File: src/rtl/bcu_pkg.sv
package bcu_pkg;
   // Positions inside the branch control field
   localparam int unsigned BO_IGN_COND = 3;
   localparam int unsigned BO_EXP_COND = 2;
   localparam int unsigned BO_NO_CTR   = 1;
   localparam int unsigned BO_ON_ZERO  = 0;
   localparam int unsigned BO_W        = 4;

   typedef struct packed {
      logic cond_ok;
      logic ctr_ok;
      logic taken;
   } bcu_verdict_t;
endpackage

File: src/rtl/bcu_cond.sv
module bcu_cond (
   input  logic cond_bit,
   input  logic ign_cond,
   input  logic exp_cond,
   output logic cond_ok
);
   always_comb begin
      cond_ok = ign_cond | ~(cond_bit ^ exp_cond);
   end
endmodule

File: src/rtl/bcu_ctr.sv
module bcu_ctr #(
   parameter int unsigned XLEN         = 64,
   parameter int unsigned HALF         = 32,
   parameter bit          SUPPORT_HALF = 1'b1
) (
   input  logic [XLEN-1:0] ctr_in,
   input  logic            no_ctr,
   input  logic            on_zero,
   input  logic            ctr_test,
   input  logic            ctr_inv,
   input  logic            cond_ok,
   input  logic            mode64,
   output logic [XLEN-1:0] ctr_upd,
   output logic            ctr_ok
);
   localparam logic [XLEN-1:0] ONE = {{(XLEN-1){1'b0}}, 1'b1};

   logic dec_req;
   logic dec_cancel;
   logic nonzero;

   always_comb begin
      dec_cancel = ctr_test & (cond_ok ^ ctr_inv);
      dec_req    = ~no_ctr & ~dec_cancel;
      ctr_upd    = dec_req ? (ctr_in - ONE) : ctr_in;
   end

   generate
      if (SUPPORT_HALF) begin : g_dual_width
         logic nz_full;
         logic nz_low;
         always_comb begin
            nz_full = |ctr_upd;
            nz_low  = |ctr_upd[HALF-1:0];
            nonzero = mode64 ? nz_full : nz_low;
         end
      end else begin : g_full_only
         logic unused_mode;
         always_comb begin
            unused_mode = mode64;
            nonzero     = |ctr_upd;
         end
      end
   endgenerate

   always_comb begin
      ctr_ok = no_ctr | (nonzero ^ on_zero);
   end
endmodule

File: src/rtl/bcu_target.sv
module bcu_target #(
   parameter int unsigned XLEN       = 64,
   parameter int unsigned BD_W       = 14,
   parameter int unsigned STEP_BYTES = 8,
   parameter int unsigned LINK_BYTES = 4
) (
   input  logic [BD_W-1:0] bd,
   input  logic            aa,
   input  logic [XLEN-1:0] cia,
   input  logic            taken,
   output logic [XLEN-1:0] next_ia,
   output logic [XLEN-1:0] link_val
);
   localparam int unsigned    EXT_W = XLEN - BD_W - 2;
   localparam logic [XLEN-1:0] STEP = XLEN'(STEP_BYTES);
   localparam logic [XLEN-1:0] LINK = XLEN'(LINK_BYTES);

   logic [XLEN-1:0] disp;
   logic [XLEN-1:0] target;

   always_comb begin
      disp     = {{EXT_W{bd[BD_W-1]}}, bd, 2'b00};
      target   = aa ? disp : (cia + disp);
      next_ia  = taken ? target : (cia + STEP);
      link_val = cia + LINK;
   end
endmodule

File: src/rtl/branch_ctr_unit.sv
module branch_ctr_unit
   import bcu_pkg::*;
#(
   parameter int unsigned XLEN         = 64,
   parameter int unsigned HALF         = 32,
   parameter int unsigned BD_W         = 14,
   parameter int unsigned STEP_BYTES   = 8,
   parameter int unsigned LINK_BYTES   = 4,
   parameter bit          SUPPORT_HALF = 1'b1
) (
   input  logic            clk,
   input  logic            rst_n,
   input  logic            in_valid,
   input  logic            cond_bit,
   input  logic [3:0]      bo_ctl,
   input  logic            lk,
   input  logic            aa,
   input  logic [13:0]     bd,
   input  logic [63:0]     cia,
   input  logic            mode64,
   input  logic            lru,
   input  logic            ctr_test,
   input  logic            ctr_inv,
   input  logic [63:0]     ctr_in,
   output logic [63:0]     next_ia,
   output logic [63:0]     ctr_upd,
   output logic            lr_we,
   output logic [63:0]     lr_val,
   output logic [63:0]     ctr_q,
   output logic [63:0]     lr_q
);
   generate
      if (XLEN != 64) begin : g_bad_xlen
         $error("branch_ctr_unit: XLEN must match the 64-bit port width");
      end
      if (BD_W != 14) begin : g_bad_bd
         $error("branch_ctr_unit: BD_W must match the 14-bit port width");
      end
      if (SUPPORT_HALF && (HALF == 0 || HALF >= XLEN)) begin : g_bad_half
         $error("branch_ctr_unit: HALF must lie between 1 and XLEN-1");
      end
      if (STEP_BYTES == 0 || LINK_BYTES == 0) begin : g_bad_step
         $error("branch_ctr_unit: address steps must be nonzero");
      end
   endgenerate

   bcu_verdict_t verdict;
   logic         cond_ok_w;
   logic         ctr_ok_w;

   bcu_cond u_cond (
      .cond_bit (cond_bit),
      .ign_cond (bo_ctl[BO_IGN_COND]),
      .exp_cond (bo_ctl[BO_EXP_COND]),
      .cond_ok  (cond_ok_w)
   );

   bcu_ctr #(
      .XLEN         (XLEN),
      .HALF         (HALF),
      .SUPPORT_HALF (SUPPORT_HALF)
   ) u_ctr (
      .ctr_in   (ctr_in),
      .no_ctr   (bo_ctl[BO_NO_CTR]),
      .on_zero  (bo_ctl[BO_ON_ZERO]),
      .ctr_test (ctr_test),
      .ctr_inv  (ctr_inv),
      .cond_ok  (cond_ok_w),
      .mode64   (mode64),
      .ctr_upd  (ctr_upd),
      .ctr_ok   (ctr_ok_w)
   );

   always_comb begin
      verdict.cond_ok = cond_ok_w;
      verdict.ctr_ok  = ctr_ok_w;
      verdict.taken   = cond_ok_w & ctr_ok_w;
   end

   bcu_target #(
      .XLEN       (XLEN),
      .BD_W       (BD_W),
      .STEP_BYTES (STEP_BYTES),
      .LINK_BYTES (LINK_BYTES)
   ) u_tgt (
      .bd       (bd),
      .aa       (aa),
      .cia      (cia),
      .taken    (verdict.taken),
      .next_ia  (next_ia),
      .link_val (lr_val)
   );

   always_comb begin
      lr_we = lk & (lru | verdict.taken);
   end

   always_ff @(posedge clk or negedge rst_n) begin
      if (!rst_n) begin
         ctr_q <= '0;
         lr_q  <= '0;
      end else if (in_valid) begin
         ctr_q <= ctr_upd;
         if (lr_we) begin
            lr_q <= lr_val;
         end
      end
   end
endmodule

File: config.mk
export PLATFORM = sky130hd
export DESIGN_NAME = branch_ctr_unit
export DESIGN_NICKNAME = d
export VERILOG_FILES = /design/src/rtl/bcu_pkg.sv /design/src/rtl/bcu_cond.sv /design/src/rtl/bcu_ctr.sv /design/src/rtl/bcu_target.sv /design/src/rtl/branch_ctr_unit.sv
export SDC_FILE = /design/constraint.sdc
export NUM_CORES = 1
export LEC_CHECK = 0
export BUFFER_PORTS_ARGS = -buffer_cell sky130_fd_sc_hd__buf_2
export CORE_AREA = 4 4 183 185
export DETAILED_ROUTE_END_ITERATION = 10
export DIE_AREA = 0 0 187 189
export PLACE_DENSITY_LB_ADDON = 0.15
export SLEW_MARGIN = 20
export SYNTH_ARGS = -nofsm -noshare
export SYNTH_HDL_FRONTEND = slang
export SYNTH_HIERARCHICAL = 1
export SYNTH_SLANG_ARGS = --single-unit
File: constraint.sdc
create_clock -name clk -period 5 [get_ports clk]
set_input_delay 0.25 -clock clk [delete_from_list [all_inputs] [get_ports clk]]
set_output_delay 0.25 -clock clk [all_outputs]
set_load 0.05 [all_outputs]
# Word level (Yosys, flattened, before mapping)
# Cells that the tools add are included.
op_classes:
  reduce_logical: 3
  bitwise_logic: 13
  mux: 4
  n_addsub: 4
ops:
  columns: ["operator", "n"]
  rows:
  - ["$mux W64", 3]
  - ["$add A64 B3 Y64 const B", 1]
  - ["$add A64 B4 Y64 const B", 1]
  - ["$add A64 B64 Y64", 1]
  - ["$reduce_or A64 Y1", 1]
  - ["$sub A64 B1 Y64 const B", 1]
  - ["$reduce_or A32 Y1", 1]
  - ["$and A1 B1 Y1", 4]
  - ["$not A1 Y1", 3]
  - ["$or A1 B1 Y1", 3]
  - ["$xor A1 B1 Y1", 3]
  - ["$reduce_and A2 Y1", 1]
  - ["$mux W1", 1]
word_totals:
  elab_cells: 26
  regBits: 128
  input_bits: 156

# Longest topological paths before layout
depth:
  ltp_word: 16
  depth_mapped: 20
  ltp_nobuf: 19

# By module
# The synthesis kept the hierarchy.
modules_own_cells:
  columns: ["mod", "area_each_um2", "cells_per_inst", "instances", "seq_area_each_um2"]
  rows:
  - ["bcu_target", 6927.9, 1104, 1, 0.0]
  - ["branch_ctr_unit", 5081.1, 274, 1, 3203.1]
  - ["bcu_ctr", 1978.1, 278, 1, 0.0]
  - ["bcu_cond", 15.0, 2, 1, 0.0]

# Worst setup path after synthesis
# Ideal clock, no wire load.
synth_path:
  path_kind: "input to output"
  startpoint: "input port cond_bit"
  endpoint: "output port next_ia[51]"
  path_slack_ns: -1.019
  arrival_time_ns: 5.769
  path_stages: 16
  required_time_ns: 4.750
  cell_sequence: "xor2_1 nand2b_1 xor2_2 a21boi_2 nand4b_4 nor4_1 xor2_1 or4_1 or4_1 o311a_1 nor4_1 and2_2 clkbuf_1 clkbuf_1 o21ai_0 nor3_1"
synth_lines:
  columns: ["element", "line_no", "source"]
  rows:
  - ["start, declared", "branch_ctr_unit.sv:14", "input logic cond_bit,"]
  - ["end, declared", "branch_ctr_unit.sv:25", "output logic [63:0] next_ia,"]

==> results.txt <==
most frequent cells in the layout: buf_2, buf_4, nand2_1, nor2_1, dfrtp_1
Num CTS Buffers: 17
Chip Width: 187 um
total design power: 5.67 mW
Post-Syn Nets: 1879
total die area: 35300 sq um
Sw Ratio: 47.9%
Layout fillers: 2987
CP arrival: 4.93 ns
Top delay family on crit path: simple AND/OR/NAND/NOR gates
Power Dens Cells: 291 nW/um^2
number of synthesized register bits: 128
Post-Place Worst Slack: -0.271 ns
Max Clk Rate: 0.193 GHz
WHS Path Cells: 2
Max Slew Vio Count: 0
P_int: 2.95 mW
largest net degree at the start of global routing: 85
Clock Power Share: 22.6%
critical path endpoint category: primary output
Row Count: 66
CTS H-tree depth: 4
Final TNS setup: -3.13 ns
CP startpoint kind: input pin
sequential share of power: 22.7%
Unique masters post-synth: 101
Total GRT Usage: 33.7%
Mapped Area: 14000 sq um
Placeable Area: 32000 sq um
top post-synthesis cells by area: dfrtp_1, xnor2_1, xor2_1
drt via density: 5.94
yosys warns: 6
Clock Path Buffers: 2
commonest non-fill, non-tap cell in the layout: buf_2
final worst slack: -0.184 ns
RSZ-0062 raised after global routing: yes
crit path cell chain: buf_2 > buf_4 > or4_1 > buf_4 > nor4_4 > nand4_2 > xnor2_2 > or4_4 > or4_4 > o311a_4 > nor4_4 > and2_4 > inv_8 > buf_6 > nor2_4 > nand2_1 > o211ai_1 > buf_4
hpwl dp: 51800 um
Slowest-stage cell, CP: or4_1
Seq/Total Area, Yosys: 22.9%
Primary FF master, synth: dfrtp_1
Starting Density: 43.7%
Yosys top cell area share: 22.9%
Final Cell Area: 19500 sq um
FF-to-FF path depth: 1
IR drop worst, VDD: 0.215 mV
routed wire length: 62900 um
WP data required: 4.75 ns
Placed Cells: 2610
via count: 15800
clk slew on worst S/H paths: 0.06 ns
first-pass GRT wire length: 93700 um
violations in the final reports: negative setup slack
drt first pass iters: 5
Gate power share: 54.7%
grt ovf: 0
Final GP Congestion: 0.994
number of clock sinks: 128
Routed Antenna Nets: 0
EDFF count, synth: 0
Buffers & Inverters on Critical Path: 6
DRC viols: 0
worst hold path class: in2reg
DR WL/cell: 23.6 um
NetSw: 2.72 mW
skew final: 0 ns
share of post-route cells with drive strength above 1: 43.1%
Static Leak: 8.79 nW
Final Setup Violations: 41
critical path depth: 18
Worst Max-Slew Pin Slew: 0.941 ns
Clock Root Buffer: clkbuf_16
outcome: finished, violations left
max cap viols: 0
Final Util: 60.9%
CP peak stage delay: 0.59 ns
initial drt markers: 1382
Non-Filler Instances: 2667
critical path class: in2out
vias in the first global route: 15600
Post-Syn Instances: 1658
# nets final: 2465
TritonCTS clock tree: yes
initial antenna violation count: 2
Port Buffers: 476
Die H: 189 um
Post-synth ARST share: 100%
Hold WS: 0.108 ns
cell taking the most area after synthesis: dfrtp_1
final-report hold violation count: 0
Placed Area: 18100 sq um
Max-slew headroom: 36.7%
Clock Latency Late Sink: 0.42 ns
layout overhead on the synthesized area: 39.3%
# IOs: 477
Mean Syn Cell Area: 8.45 sq um
CP most frequent cell: buf_4
crit share post-route: 104%
CP max FO: 6
Final min period: 5.18 ns
[registers in the layout, indices dropped and copies added, names as in the netlist]
signal  cells
lr_q       64
ctr_q      64
[cell usage after synthesis, types with 48 or more instances]
cell type  instances
mux2_2            69
nand2_1          164
mux2_4            60
xor2_1           103
nand3_1           62
a21oi_1          105
nor3_1            52
clkbuf_1          48
nor2_1           138
o21ai_0           85
xnor2_1          124
nand4_1           48
dfrtp_1          128
ha_1              64
[final timing paths]
| path | slack (ns) | endpoint | from |
|---|---|---|---|
| worst max register to register | 4.20 | lr_q[19] | lr_q[19] |
| worst min register to register | 0.50 | ctr_q[21] | ctr_q[21] |
| min in group asynchronous | 0.43 | ctr_q[23] | rst_n |
| max in group asynchronous | 3.39 | ctr_q[27] | rst_n |
| worst max-delay path | -0.18 | next_ia[46] | ctr_in[9] |
| worst min-delay path | 0.11 | lr_q[1] | cia[1] |
[cells by family after synthesis]
kind of cell	after synthesis	share of synthesized area, %
xor+xnor	228	14.3
compound gates	338	15.4
simple gates	647	24.8
buf+inv	113	4.05
flops	128	22.9
fa+ha+maj	65	5.86
mux	139	12.7
[layer usage]
metal | GRT usage [%] | wire length, um | share of wire (%)
met5 | 0 | 0 | 0
met2 | 56.5 | 30000 | 48
met3 | 5.88 | 4710 | 7.5
met4 | 14.4 | 2900 | 4.6
met1 | 43.0 | 25300 | 40
[timing repair]
action / 4_1_cts / 5_1_grt
resized for setup: 75 / 107
hold buffers: 1 / 0
gates cloned: 1 / 1
buffers inserted: 7 / 13
endpoints found under the hold margin: 83 / 0
endpoints found under the setup margin: 46 / 63
pin swaps: 14 / 25
[area by class of cell]
type / instances / area (sq um) / area share [%]
Multi-Input combinational cell: 1417 / 10900 / 56.0
Antenna cell: 2 / 5.00 / 0.0257
Inverter: 33 / 131 / 0.674
Sequential cell: 128 / 3200 / 16.4
Tap cell: 408 / 510 / 2.62
Clock buffer: 17 / 425 / 2.18
Timing Repair Buffer: 647 / 4130 / 21.2
Clock inverter: 15 / 183 / 0.937
[power groups by stage]
stage / logic, mW / registers [mW] / clock network [mW]
after floorplan: 1.50 / 1.85 / 0
after global placement: 2.92 / 1.29 / 0
after global routing: 3.23 / 1.30 / 1.35
final: 3.10 / 1.29 / 1.28
after CTS: 3.01 / 1.28 / 1.31
after detailed placement: 2.93 / 1.30 / 0
Power figures use the tool's default switching activity.
